File: src/rtl/flb_pkg.sv
package flb_pkg;

  localparam int FLB_RWS_W = 4;

  typedef struct packed {
    logic [FLB_RWS_W-1:0] rwsc;
    logic [1:0]           part;
    logic [1:0]           lim;
    logic                 dpf;
    logic                 ipf;
    logic                 buf_en;
  } flb_cfg_t;

  typedef enum logic {S_IDLE, S_WAIT} flb_state_t;

endpackage

File: src/rtl/flb_flash_model.sv
module flb_flash_model #(
  parameter int LA     = 12,
  parameter int LINE_W = 128,
  parameter int RW     = 4
) (
  input  logic              clk,
  input  logic              rst,
  input  logic              start,
  input  logic [LA-1:0]     start_line,
  input  logic [RW-1:0]     rwsc,
  output logic              busy,
  output logic              done,
  output logic [LA-1:0]     cur_line,
  output logic [LINE_W-1:0] line_data
);
  localparam int WPL   = LINE_W / 32;
  localparam int WSL_W = $clog2(WPL);

  logic [RW-1:0] cnt;

  assign done = busy && (cnt == '0);

  always_ff @(posedge clk) begin
    if (rst) begin
      busy     <= 1'b0;
      cnt      <= '0;
      cur_line <= '0;
    end else if (start) begin
      busy     <= 1'b1;
      cnt      <= rwsc;
      cur_line <= start_line;
    end else if (done) begin
      busy <= 1'b0;
    end else if (busy) begin
      cnt <= cnt - 1'b1;
    end
  end

  // Array contents: a fixed function of the word index
  always_comb begin
    for (int k = 0; k < WPL; k++) begin
      logic [31:0] wi;
      wi = (32'(cur_line) << WSL_W) | 32'(k);
      line_data[k*32 +: 32] = {wi[15:0] ^ 16'hA5C3, wi[15:0]};
    end
  end

endmodule

File: src/rtl/flb_lru.sv
module flb_lru #(
  parameter int NB = 4
) (
  input  logic                  clk,
  input  logic                  rst,
  input  logic                  touch_a,
  input  logic [$clog2(NB)-1:0] idx_a,
  input  logic                  touch_b,
  input  logic [$clog2(NB)-1:0] idx_b,
  input  logic [NB-1:0]         vmask,
  output logic [$clog2(NB)-1:0] victim
);
  localparam int IDX_W = $clog2(NB);
  localparam int AGE_W = IDX_W;

  typedef logic [NB-1:0][AGE_W-1:0] ages_t;

  ages_t age_q, age_a, age_b;

  function automatic ages_t touch(input ages_t a, input logic [IDX_W-1:0] idx);
    ages_t r;
    for (int j = 0; j < NB; j++) begin
      if (IDX_W'(j) == idx)   r[j] = '0;
      else if (a[j] < a[idx]) r[j] = a[j] + 1'b1;
      else                    r[j] = a[j];
    end
    return r;
  endfunction

  always_comb begin
    age_a = touch_a ? touch(age_q, idx_a) : age_q;
    age_b = touch_b ? touch(age_a, idx_b) : age_a;
  end

  always_comb begin
    logic             found;
    logic [AGE_W-1:0] best;
    found  = 1'b0;
    best   = '0;
    victim = '0;
    for (int b = 0; b < NB; b++) begin
      if (vmask[b] && (!found || age_q[b] > best)) begin
        found  = 1'b1;
        best   = age_q[b];
        victim = IDX_W'(b);
      end
    end
  end

  always_ff @(posedge clk) begin
    if (rst) begin
      for (int b = 0; b < NB; b++) age_q[b] <= AGE_W'(b);
    end else begin
      age_q <= age_b;
    end
  end

endmodule

File: src/rtl/flash_lbuf_ctrl.sv
module flash_lbuf_ctrl #(
  parameter int AW     = 16,
  parameter int NB     = 4,
  parameter int LINE_W = 128
) (
  input  logic          clk,
  input  logic          rst,
  input  logic          cfg_we,
  input  logic [31:0]   cfg_wdata,
  input  logic          req_valid,
  output logic          req_ready,
  input  logic [AW-1:0] req_addr,
  input  logic          req_instr,
  output logic          rsp_valid,
  output logic [31:0]   rsp_data
);
  import flb_pkg::*;

  localparam int WPL   = LINE_W / 32;
  localparam int WSL_W = $clog2(WPL);
  localparam int OFF_W = WSL_W + 2;
  localparam int LA    = AW - OFF_W;
  localparam int IDX_W = $clog2(NB);

  // configuration
  flb_cfg_t cfg_q, cfg_new, cfg_dec;
  logic     cfg_pend, cfg_apply;
  logic     bufs_on, split_mode;
  logic     unused_bits;

  assign cfg_dec = '{rwsc: cfg_wdata[16 +: FLB_RWS_W], part: cfg_wdata[9:8],
                     lim: cfg_wdata[5:4], dpf: cfg_wdata[2], ipf: cfg_wdata[1],
                     buf_en: cfg_wdata[0]};
  assign unused_bits = ^{cfg_wdata[31:16+FLB_RWS_W], cfg_wdata[15:10],
                         cfg_wdata[7:6], cfg_wdata[3], req_addr[1:0]};
  assign bufs_on    = cfg_q.buf_en;
  assign split_mode = (cfg_q.part == 2'd3);

  // line buffers
  logic [LINE_W-1:0] buf_data [NB];
  logic [LA-1:0]     buf_tag  [NB];
  logic [NB-1:0]     buf_valid;

  // request decode
  logic [LA-1:0]    req_line, nxt_line;
  logic [WSL_W-1:0] req_word;
  assign req_line = req_addr[AW-1:OFF_W];
  assign req_word = req_addr[OFF_W-1:2];
  assign nxt_line = req_line + LA'(1);

  // control state
  flb_state_t       state;
  logic [LA-1:0]    d_line;
  logic [WSL_W-1:0] d_word;
  logic             d_instr;
  logic             pf_pend, pf_instr;
  logic [LA-1:0]    pf_line;
  logic             fl_instr;

  // flash model interface
  logic              fl_start, fl_busy, fl_done;
  logic [LA-1:0]     fl_sline, fl_cur;
  logic [LINE_W-1:0] fl_data;

  // lookup
  logic [NB-1:0]    hit_vec, nxt_vec, pf_vec, mask_i, mask_d;
  logic [IDX_W-1:0] hit_idx, victim;
  logic             hit_any;

  for (genvar b = 0; b < NB; b++) begin : g_lookup
    assign hit_vec[b] = bufs_on && buf_valid[b] && (buf_tag[b] == req_line);
    assign nxt_vec[b] = buf_valid[b] && (buf_tag[b] == nxt_line);
    assign pf_vec[b]  = buf_valid[b] && (buf_tag[b] == pf_line);
    assign mask_i[b]  = !split_mode || (b < NB - 1);
    assign mask_d[b]  = !split_mode || (b == NB - 1);
  end

  assign hit_any = |hit_vec;

  always_comb begin
    hit_idx = '0;
    for (int b = NB - 1; b >= 0; b--) begin
      if (hit_vec[b]) hit_idx = IDX_W'(b);
    end
  end

  // datapath decisions
  logic acc, fl_free, in_flight_req, fill_match_req, idle_miss, wait_done;
  logic dem_start, dem_instr, pf_type_en, pf_go, pf_try, pf_drop, pf_start, fill_en;
  logic [LA-1:0] dem_line;

  assign req_ready      = (state == S_IDLE) && !cfg_pend;
  assign acc            = req_ready && req_valid;
  assign fl_free        = !fl_busy || fl_done;
  assign in_flight_req  = fl_busy && (fl_cur == req_line);
  assign fill_match_req = fl_done && (fl_cur == req_line);
  assign idle_miss      = acc && !hit_any && !in_flight_req;
  assign wait_done      = (state == S_WAIT) && fl_done && (fl_cur == d_line);

  assign dem_start = (idle_miss && fl_free) ||
                     ((state == S_WAIT) && fl_free && !wait_done);
  assign dem_line  = (state == S_WAIT) ? d_line : req_line;
  assign dem_instr = (state == S_WAIT) ? d_instr : req_instr;

  assign pf_type_en = req_instr ? cfg_q.ipf : cfg_q.dpf;
  assign pf_go = acc && bufs_on && pf_type_en &&
                 (cfg_q.lim[1] || ((cfg_q.lim == 2'd1) && !hit_any)) &&
                 !(|nxt_vec) && !(fl_busy && (fl_cur == nxt_line));
  assign pf_try   = (state == S_IDLE) && !cfg_pend && pf_pend && fl_free && !dem_start;
  assign pf_drop  = (|pf_vec) || (fl_done && (fl_cur == pf_line));
  assign pf_start = pf_try && !pf_drop;

  assign fl_start  = dem_start || pf_start;
  assign fl_sline  = dem_start ? dem_line : pf_line;
  assign fill_en   = fl_done && bufs_on;
  assign cfg_apply = cfg_pend && (state == S_IDLE) && !fl_busy;

  flb_flash_model #(.LA(LA), .LINE_W(LINE_W), .RW(FLB_RWS_W)) flash_i (
    .clk       (clk),
    .rst       (rst),
    .start     (fl_start),
    .start_line(fl_sline),
    .rwsc      (cfg_q.rwsc),
    .busy      (fl_busy),
    .done      (fl_done),
    .cur_line  (fl_cur),
    .line_data (fl_data)
  );

  flb_lru #(.NB(NB)) lru_i (
    .clk    (clk),
    .rst    (rst),
    .touch_a(fill_en),
    .idx_a  (victim),
    .touch_b(acc && hit_any),
    .idx_b  (hit_idx),
    .vmask  (fl_instr ? mask_i : mask_d),
    .victim (victim)
  );

  // buffer storage, no reset so it maps to plain memory
  always_ff @(posedge clk) begin
    if (fill_en) begin
      buf_data[victim] <= fl_data;
      buf_tag[victim]  <= fl_cur;
    end
  end

  always_ff @(posedge clk) begin
    if (rst) begin
      state     <= S_IDLE;
      buf_valid <= '0;
      cfg_q     <= '0;
      cfg_new   <= '0;
      cfg_pend  <= 1'b0;
      pf_pend   <= 1'b0;
      pf_line   <= '0;
      pf_instr  <= 1'b0;
      fl_instr  <= 1'b0;
      d_line    <= '0;
      d_word    <= '0;
      d_instr   <= 1'b0;
      rsp_valid <= 1'b0;
      rsp_data  <= '0;
    end else begin
      rsp_valid <= 1'b0;

      if (acc) begin
        if (hit_any) begin
          rsp_valid <= 1'b1;
          rsp_data  <= buf_data[hit_idx][req_word*32 +: 32];
        end else if (fill_match_req) begin
          rsp_valid <= 1'b1;
          rsp_data  <= fl_data[req_word*32 +: 32];
        end else begin
          state   <= S_WAIT;
          d_line  <= req_line;
          d_word  <= req_word;
          d_instr <= req_instr;
        end
      end

      if (wait_done) begin
        rsp_valid <= 1'b1;
        rsp_data  <= fl_data[d_word*32 +: 32];
        state     <= S_IDLE;
      end

      if (fl_start) fl_instr <= dem_start ? dem_instr : pf_instr;

      if (pf_go) begin
        pf_pend  <= 1'b1;
        pf_line  <= nxt_line;
        pf_instr <= req_instr;
      end else if (pf_try) begin
        pf_pend <= 1'b0;
      end

      if (fill_en) buf_valid[victim] <= 1'b1;

      if (cfg_apply) begin
        cfg_q     <= cfg_new;
        buf_valid <= '0;
        pf_pend   <= 1'b0;
        cfg_pend  <= 1'b0;
      end
      if (cfg_we) begin
        cfg_new  <= cfg_dec;
        cfg_pend <= 1'b1;
      end
    end
  end

endmodule

File: config.mk
export PLATFORM = sky130hd
export DESIGN_NAME = flash_lbuf_ctrl
export DESIGN_NICKNAME = d
export VERILOG_FILES = /design/src/rtl/flb_pkg.sv /design/src/rtl/flb_flash_model.sv /design/src/rtl/flb_lru.sv /design/src/rtl/flash_lbuf_ctrl.sv
export SDC_FILE = /design/constraint.sdc
export NUM_CORES = 1
export LEC_CHECK = 0
export ABC_AREA = 1
export BUFFER_PORTS_ARGS = -buffer_cell sky130_fd_sc_hd__buf_4
export CAP_MARGIN = 30
export CORE_MARGIN = 1
export CORE_UTILIZATION = 35
export DETAILED_ROUTE_END_ITERATION = 8
export PLACE_DENSITY = 0.62
export SLEW_MARGIN = 15
export SYNTH_ARGS = -nofsm -noshare
export SYNTH_HDL_FRONTEND = slang
export SYNTH_SLANG_ARGS = --single-unit
File: constraint.sdc
create_clock -name clk -period 7 [get_ports clk]
set_input_delay 0.35 -clock clk [delete_from_list [all_inputs] [get_ports clk]]
set_output_delay 0.35 -clock clk [all_outputs]
set_load 0.02 [all_outputs]
==> results_dict.tcl, run 1 <==
set metrics [dict create \
    status "finished, final reports clean" \
    vdd_drop_max_v 0.0001505 \
    wl_mm 45.94 \
    numPortBuffers 60 \
    grt_usage 0.2768 \
    path_buf_inv 5 \
    syn_to_final_growth_pct 11.33 \
    io_pins 87 \
    drc 0 \
    post_cts_resized 0 \
    grt_pass1_vias 10630 \
    rsz0062_at_grt "false" \
    tns_ns 0 \
    end_kind "flip-flop" \
    ant_nets 0 \
    synth-seq-cells 174 \
    grt-ovfl-total 0 \
    path_clk_slew_ns 0.09 \
    synth_area_um2 11420 \
    timing.critical_path.mode_cell "nand2_1" \
    layout_commonest_cell "nand2_1" \
    fp.dieH_um 182.6 \
    grt_pass1_wl_mm 67.50 \
    clock_latency_ns 0.45 \
    fin_skew_ns 0.01790 \
    initial_core_util 0.3591 \
    hold_buffers 0 \
    layout_common_cells "331 x nand2_1, 189 x inv_1, 186 x nor2_1, 114 x o21ai_0, 106 x dfxtp_1" \
    p_leak_nw 5.359 \
    fmaxAchievable_ghz 0.1648 \
    drt_iter0_drc 1315 \
    synth_area_per_cell_um2 7.172 \
    criticalPathCategory "reg -> reg" \
    diodes 0 \
    viasPerCell 5.519 \
    synth-seq-area-share 0.3647 \
    required_ns 7.39 \
    post_cts_buffers 0 \
    final_hold_viol_count 0 \
    cp.arrival_ns 6.46 \
    cp_top_family "simple AND/OR/NAND/NOR gates" \
    h-tree-depth 4 \
    numPlacedInstances 2022 \
    fin_crit_ns 6.069 \
    numCtsBuffers 17 \
    yosysUniqueCellTypes 58 \
    routabilityCongestion 0.9956 \
    antenna_found_initial 1 \
    synth_ff_type "dfxtp_1" \
    root_buffer "clkbuf_16" \
    power.density_nw_per_um2 211.6 \
    clock_path_buffers 2 \
    synthArstFlopShare 0 \
    drv_cap 0 \
    drive_above_1_share 0.09562 \
    slowest_delay_ns 0.39 \
    wire_per_inst_um 22.34 \
    startpoint_type "flip-flop" \
    clkSinkCount 174 \
    final_nets 1675 \
    final_max_slew_viol_count 0 \
    fp.dieW_um 182.6 \
    synth-edff-count 68 \
    drt_pass1_iterations 6 \
    fp.coreArea_um2 31800 \
    worst_pin_slew_ns 0.9361 \
    finalSetupViolations 0 \
    synth_warnings 0 \
    slew_headroom 0.3753 \
    finalCritPeriodShare 0.8671 \
    cp_max_fo 8 \
    hold_class "in -> reg" \
    rows 65 \
    tritoncts "yes" \
    grt_max_degree 63 \
    num_vias 11350 \
    syn_inst 1592 \
    finalNonFillerCells 2056 \
    fp.dieArea_um2 33350 \
    dp_hpwl_mm 33.95 \
    crit_slowest_cell "o221ai_1" \
]
[registers in the layout, summed over array words and instances, names as in the netlist, 2 cells and up]
name              cells
flash_i.cur_line     12
d_word                2
buf_data             24
flash_i.cnt           4
buf_tag              44
cfg_new              11
pf_line              12
d_line               12
rsp_data             22
lru_i.age_q           8
cfg_q                10
buf_valid             4
[cells in the mapped netlist, types with 3 or more instances]
cell type  count  area share
nand3_1       83       0.036
a211oi_1       5      0.0033
nor3b_1        3      0.0020
a22oi_1        8      0.0053
dfxtp_1      106        0.19
inv_1        189       0.062
o211ai_1      21       0.014
o31ai_1        6      0.0039
buf_6          7      0.0069
nor3_1        29       0.013
clkbuf_1      27      0.0089
nor2_2         5      0.0027
inv_2          8      0.0026
nand4_2        4      0.0044
buf_4         20       0.013
a21oi_1       74       0.032
nand2_2       12      0.0066
ha_1          14       0.015
xnor2_1       55       0.042
o2111ai_1      7      0.0054
edfxtp_1      68        0.18
o21ai_0      114       0.050
nand3b_1       4      0.0026
nor4_1        14      0.0077
and3_1         3      0.0016
nor2_4         4      0.0039
or2_2          4      0.0022
nand2_1      331        0.11
buf_2         19      0.0083
o22ai_1       31       0.017
xor2_1        45       0.035
nand3_2        3      0.0026
o221ai_1       4      0.0031
nor2_1       187       0.061
nand4_1       45       0.025
[worst min-delay path, stage by stage]
cell and delay (ns):
buf_4 0.08, nor2_1 0.03, nor2_1 0.08
[path summary, 6_finish.rpt]
check / from / end / slack, ns / cells after the start
max: cfg_q[6]$_SDFFE_PP0P_ / lru_i.age_q[1]$_SDFF_PP0_ / 0.93 / 38
min: cfg_wdata[17] / cfg_new[8]$_SDFFE_PP0P_ / 0.12 / 3
max reg2reg: cfg_q[6]$_SDFFE_PP0P_ / lru_i.age_q[1]$_SDFF_PP0_ / 0.93 / 38
min reg2reg: d_word[1]$_SDFFE_PP0P_ / d_word[1]$_SDFFE_PP0P_ / 0.45 / 2
[cell families (layout without fill, tap and decap cells)]
group,after synthesis,in the layout,synth area share
flip-flops,174,174,0.3647
AO/OA/AOI/OAI,285,285,0.1446
adder cells (fa/ha/maj),14,14,0.01534
other,1,3,0.0003284
XOR/XNOR,103,103,0.08098
buffers and inverters,273,300,0.1031
AND/OR/NAND/NOR,742,742,0.2909
[stage by stage]
| step | power [W] | area, um2 | utilization | hold slack (ns) | setup WS, ns |
|---|---|---|---|---|---|
| final | 0.002690 | 12710 | 0.3998 | 0.1160 | 0.9305 |
| after global routing | 0.002785 | 12710 | 0.3998 | 0.1245 | 0.1904 |
| after CTS | 0.002681 | 12690 | 0.3991 | 0.1158 | 0.9971 |
| after detailed placement | 0.001679 | 12060 | 0.3793 | 0.4425 | 1.095 |
| after global placement | 0.001672 | 12030 | 0.3783 | 0.4335 | 1.211 |
| after floorplan | 0.001516 | 11430 | - | 0.4239 | 1.905 |
[layout make-up]
cell class | instances | area, um2
clock buffers | 17 | 425.4
clock inverters | 15 | 206.4
inverters | 199 | 747.0
fillers | 3328 | 19090
multi-input cells | 1147 | 6087
repair buffers | 69 | 538.0
well taps | 435 | 544.3
flip-flops and latches | 174 | 4164
[metal layers]
layer / GRT usage / wire length [um] / share of wire / vias to the layer above
li1: - / - / - / 5324
met1: 0.3705 / 19820 / 0.43 / 5360
met2: 0.4388 / 20460 / 0.45 / 542
met3: 0.03951 / 3521 / 0.077 / 120
met4: 0.1301 / 2128 / 0.046 / 2
met5: 0 / 13 / 0.00028 / -
[where the power goes]
part / switching, W / internal (W) / total [W]
combinational: 0.000328 / 0.000155 / 0.000483
clock: 0.000522 / 0.000495 / 0.00102
sequential: 0.0000813 / 0.00111 / 0.00119
Note: power is estimated with default switching activity, not from simulation.
==> run 2, diff against run 1 <==
CORE_MARGIN = 4   (was 1)
==> results_dict.tcl, run 2 (synthesized netlist as in run 1, its figures left out) <==
set metrics [dict create \
    cp_max_fo 8 \
    p_leak_nw 5.350 \
    wl_mm 47.55 \
    antenna_found_initial 0 \
    dp_hpwl_mm 35.35 \
    fin_crit_ns 6.055 \
    grt_usage 0.2622 \
    root_buffer "clkbuf_16" \
    power_frac_comb 0.183 \
    required_ns 7.34 \
    grt_pass1_wl_mm 69.55 \
    num_vias 11370 \
    slowest_delay_ns 0.39 \
    met3WireLength_mm 3.788 \
    syn_to_final_growth_pct 11.11 \
    fp.dieArea_um2 35580 \
    grt_max_degree 90 \
    vdd_drop_max_v 0.0001325 \
    rows 65 \
    finalCritPeriodShare 0.8650 \
    tns_ns 0 \
    ant_nets 0 \
    slew_headroom 0.4153 \
    routabilityCongestion 1.009 \
    highest_layer "met4" \
    layout_commonest_cell "nand2_1" \
    drt_iter0_drc 1082 \
    fin_skew_ns 0.01418 \
    clock_path_buffers 2 \
    initial_core_util 0.3582 \
    switchingPower_w 0.0008837 \
    rsz0062_at_grt "false" \
    final_nets 1676 \
    clock_latency_ns 0.44 \
    layout_common_cells "331 x nand2_1, 189 x inv_1, 186 x nor2_1, 114 x o21ai_0, 106 x dfxtp_1" \
    m1WireLength_mm 20.36 \
    hold_buffers 0 \
    drive_above_1_share 0.09494 \
    power.share.switching 0.3323 \
    fin_hold_ws_ns 0.1233 \
    clkSinkCount 174 \
    crit_slowest_cell "o221ai_1" \
    pwr-share-seq 0.447 \
    drv_cap 0 \
    startpoint_type "flip-flop" \
    hold_class "in -> reg" \
    worst_pin_slew_ns 0.8761 \
    r2r_slack_ns 0.95 \
    grt-ovfl-total 0 \
    path_clk_slew_ns 0.08 \
    fmaxAchievable_ghz 0.1652 \
    fp.coreArea_um2 31880 \
    h-tree-depth 4 \
    diodes 0 \
    final_max_slew_viol_count 0 \
    cp.arrival_ns 6.40 \
    timing.critical_path.mode_cell "nand2_1" \
    wire_per_inst_um 23.12 \
    final_hold_viol_count 0 \
    biggestRegsByFlops "buf_tag x44, buf_data x24, rsp_data x22" \
    tritoncts "yes" \
    numCtsBuffers 17 \
    end_kind "flip-flop" \
    grt_pass1_vias 10670 \
    num-fill-cells 3440 \
    fp.dieW_um 188.6 \
    numPortBuffers 60 \
    viasPerCell 5.526 \
    io_pins 87 \
    p_int_w 0.001776 \
    p_clk_frac 0.370 \
    post_cts_resized 0 \
    power.density_nw_per_um2 209.6 \
    status "finished, final reports clean" \
    finalSetupViolations 0 \
    drc 0 \
    wl_met2_mm 21.15 \
    criticalPathCategory "reg -> reg" \
    largest_reg_flops 44 \
    post_cts_buffers 0 \
    fp.dieH_um 188.6 \
    drt_pass1_iterations 5 \
    regMostFlops "buf_tag" \
]
==> run 2: cell count changes in the layout (fill, tap and decap cells not counted) <==
cell,previous run,this run
clkinvlp_4,0,1
inv_6,1,3
clkinv_4,2,1
inv_12,2,0
inv_8,3,4
clkinv_8,7,3
clkinv_1,1,2
clkbuf_1,0,1
buf_4,65,66
bufinv_16,0,1
==> run 2: per-layer routing <==
metal / track usage / up-vias
met5: 0 / -
met4: 0.1186 / 0
met3: 0.04168 / 120
met2: 0.4092 / 515
met1: 0.3583 / 5414
li1: - / 5318
==> run 2: worst max-delay path, delay by kind of cell (launching register included) <==
family / cells / cell delay, ns
and+or+nand+nor: 23 / 2.93
adders and majority gates: 5 / 1.50
AOI/OAI and AO/OA: 4 / 0.70
DFF: 1 / 0.36
buffers and inverters: 4 / 0.31
xor gates and xnor gates: 1 / 0.15
==> run 2: worst paths after layout <==
kind                          startpoint                         to  cells after the start
setup / recovery   cfg_q[5]$_SDFFE_PP0P_  lru_i.age_q[1]$_SDFF_PP0_                     37
hold / removal             cfg_wdata[17]    cfg_new[8]$_SDFFE_PP0P_                      3
setup reg to reg   cfg_q[5]$_SDFFE_PP0P_  lru_i.age_q[1]$_SDFF_PP0_                     37
hold reg to reg   d_word[0]$_SDFFE_PP0P_     d_word[0]$_SDFFE_PP0P_                      2
==> run 2: stage by stage <==
stage	total power, W	util	std cells	setup WS (ns)	area (um2)
finish	0.002660	0.3980	2057	0.9450	12690
global route	0.002774	0.3980	2057	0.1675	12690
CTS	0.002660	0.3973	2055	0.9902	12670
detailed placement	0.001683	0.3785	2023	1.032	12070
global placement	0.001676	0.3776	2021	1.196	12040
floorplan	0.001516	-	1594	1.905	11430
==> run 2: area by class of cell <==
cell class                      count  area, um2  area share
Multi-Input combinational cell   1147       6087      0.4798
Sequential cell                   174       4164      0.3282
Clock buffer                       18      429.2     0.03383
Tap cell                          435      544.3     0.04290
Timing Repair Buffer               70      545.5     0.04300
Inverter                          199      747.0     0.05888
Clock inverter                     14      170.2     0.01341
==> run 2: power groups by stage <==
stage	sequential [W]	combinational, W	clock (W)
6_report	0.00119	0.000486	0.000984
5_1_grt	0.00119	0.000537	0.00104
4_1_cts	0.00119	0.000472	0.000998
3_5_place_dp	0.00121	0.000470	0
3_3_place_gp	0.00121	0.000464	0
2_1_floorplan	0.00117	0.000350	0
==> run 3, diff against run 2 <==
CTS_BUF_LIST = sky130_fd_sc_hd__clkbuf_4 sky130_fd_sc_hd__clkbuf_8   (was not set)
==> results_dict.tcl, run 3 (synthesized netlist as in run 1, its figures left out) <==
set metrics [dict create \
    status "finished, final reports clean" \
    regMostFlops "buf_tag" \
    hold_class "in -> reg" \
    end_kind "flip-flop" \
    layout_commonest_cell "nand2_1" \
    fp.dieH_um 188.6 \
    drv_cap 0 \
    final_max_slew_viol_count 0 \
    drt_pass1_iterations 6 \
    drc 0 \
    routabilityCongestion 1.009 \
    largest_reg_flops 44 \
    clock_path_buffers 2 \
    criticalPathCategory "reg -> reg" \
    finalSetupViolations 0 \
    tns_ns 0 \
    setup_ws_ns 0.9486 \
    wl_mm 47.42 \
    biggestRegsByFlops "buf_tag x44, buf_data x24, rsp_data x22" \
    finalCritPeriodShare 0.8645 \
    syn_to_final_growth_pct 9.468 \
    fp.dieArea_um2 35580 \
    layout_common_cells "331 x nand2_1, 189 x inv_1, 186 x nor2_1, 114 x o21ai_0, 106 x dfxtp_1" \
    antenna_found_initial 0 \
    initial_core_util 0.3582 \
    slowest_delay_ns 0.38 \
    grt_pass1_vias 10640 \
    cp_max_fo 8 \
    crit_slowest_cell "o221ai_1" \
    dp_hpwl_mm 35.35 \
    multi_input_area_um2 6087 \
    drive_above_1_share 0.09556 \
    power.density_nw_per_um2 194.1 \
    clkSinkCount 174 \
    numPortBuffers 60 \
    numCtsBuffers 17 \
    vdd_drop_max_v 0.0001204 \
    h-tree-depth 4 \
    tritoncts "yes" \
    rows 65 \
    grt-ovfl-total 0 \
    io_pins 87 \
    final_hold_viol_count 0 \
    final_nets 1676 \
    grt_pass1_wl_mm 69.43 \
    diodes 0 \
    fp.dieW_um 188.6 \
    fin_skew_ns 0.01790 \
    wire_per_inst_um 23.05 \
    root_buffer "clkbuf_8" \
    fin_crit_ns 6.051 \
    grt_usage 0.2614 \
    fp.coreArea_um2 31880 \
    ant_nets 0 \
    post_cts_resized 0 \
    num_vias 11370 \
    p_leak_nw 5.266 \
    rsz0062_at_grt "false" \
    register_area_um2 4164 \
    fmaxAchievable_ghz 0.1653 \
    place_ws_ns 1.032 \
    drt_iter0_drc 1088 \
    viasPerCell 5.527 \
    grt_max_degree 90 \
    worst_pin_slew_ns 0.8931 \
    startpoint_type "flip-flop" \
    post_cts_buffers 0 \
    cp.arrival_ns 6.49 \
    timing.critical_path.mode_cell "nand2_1" \
    num-fill-cells 3457 \
    slew_headroom 0.4046 \
    clock_latency_ns 0.50 \
    utilization 0.3921 \
    required_ns 7.44 \
    hold_buffers 0 \
    path_clk_slew_ns 0.11 \
]
==> run 3: cell types whose count changed in the layout (fill, tap and decap cells not counted) <==
cell       delta
clkbuf_1      -1
clkbuf_16    -17
clkbuf_4      +1
clkbuf_8     +17
==> run 3: worst max-delay path: cells and delay by family (launching register included) <==
kind / cells / cell delay [ns]
buffers and inverters: 6 / 0.45
adders and majority gates: 5 / 1.41
AOI/OAI and AO/OA: 4 / 0.80
DFF: 1 / 0.37
xor gates and xnor gates: 1 / 0.15
and+or+nand+nor: 23 / 2.80
==> run 3: final timing paths <==
| check | start | cells past startpoint | to | slack, ns |
|---|---|---|---|---|
| hold / removal | cfg_wdata[17] | 3 | cfg_new[8]$_SDFFE_PP0P_ | 0.07 |
| setup / recovery | cfg_q[5]$_SDFFE_PP0P_ | 39 | lru_i.age_q[1]$_SDFF_PP0_ | 0.95 |
| setup reg to reg | cfg_q[5]$_SDFFE_PP0P_ | 39 | lru_i.age_q[1]$_SDFF_PP0_ | 0.95 |
| hold reg to reg | d_word[0]$_SDFFE_PP0P_ | 2 | d_word[0]$_SDFFE_PP0P_ | 0.46 |
==> run 3: power by group <==
part	switching [W]	internal, W
sequential	0.0000801	0.00111
clock	0.000446	0.000306
combinational	0.000330	0.000155
==> run 3: per-layer routing <==
metal | global-route usage | part of all wire | vias to the layer above
met5 | 0 | 0 | -
met4 | 0.1180 | 0.048 | 0
met3 | 0.04057 | 0.075 | 121
met2 | 0.4085 | 0.44 | 506
met1 | 0.3576 | 0.43 | 5435
li1 | - | - | 5307
==> run 3: through the flow <==
stage	hold WS, ns	instance area (um2)	std cells	total power (W)
CTS	0.04833	12480	2055	0.002425
global placement	0.4360	12040	2021	0.001676
detailed placement	0.4429	12070	2023	0.001683
finish	0.07142	12500	2057	0.002426
floorplan	0.4239	11430	1594	0.001516
global route	0.05526	12500	2057	0.002537
==> run 3: final cells by class <==
type,count,share of cell area
clock inverter,14,0.01361
sequential,174,0.3331
tap,435,0.04354
clock buffer,18,0.01932
inverter,199,0.05976
multi-input combinational,1147,0.4870
timing repair buffer,70,0.04364
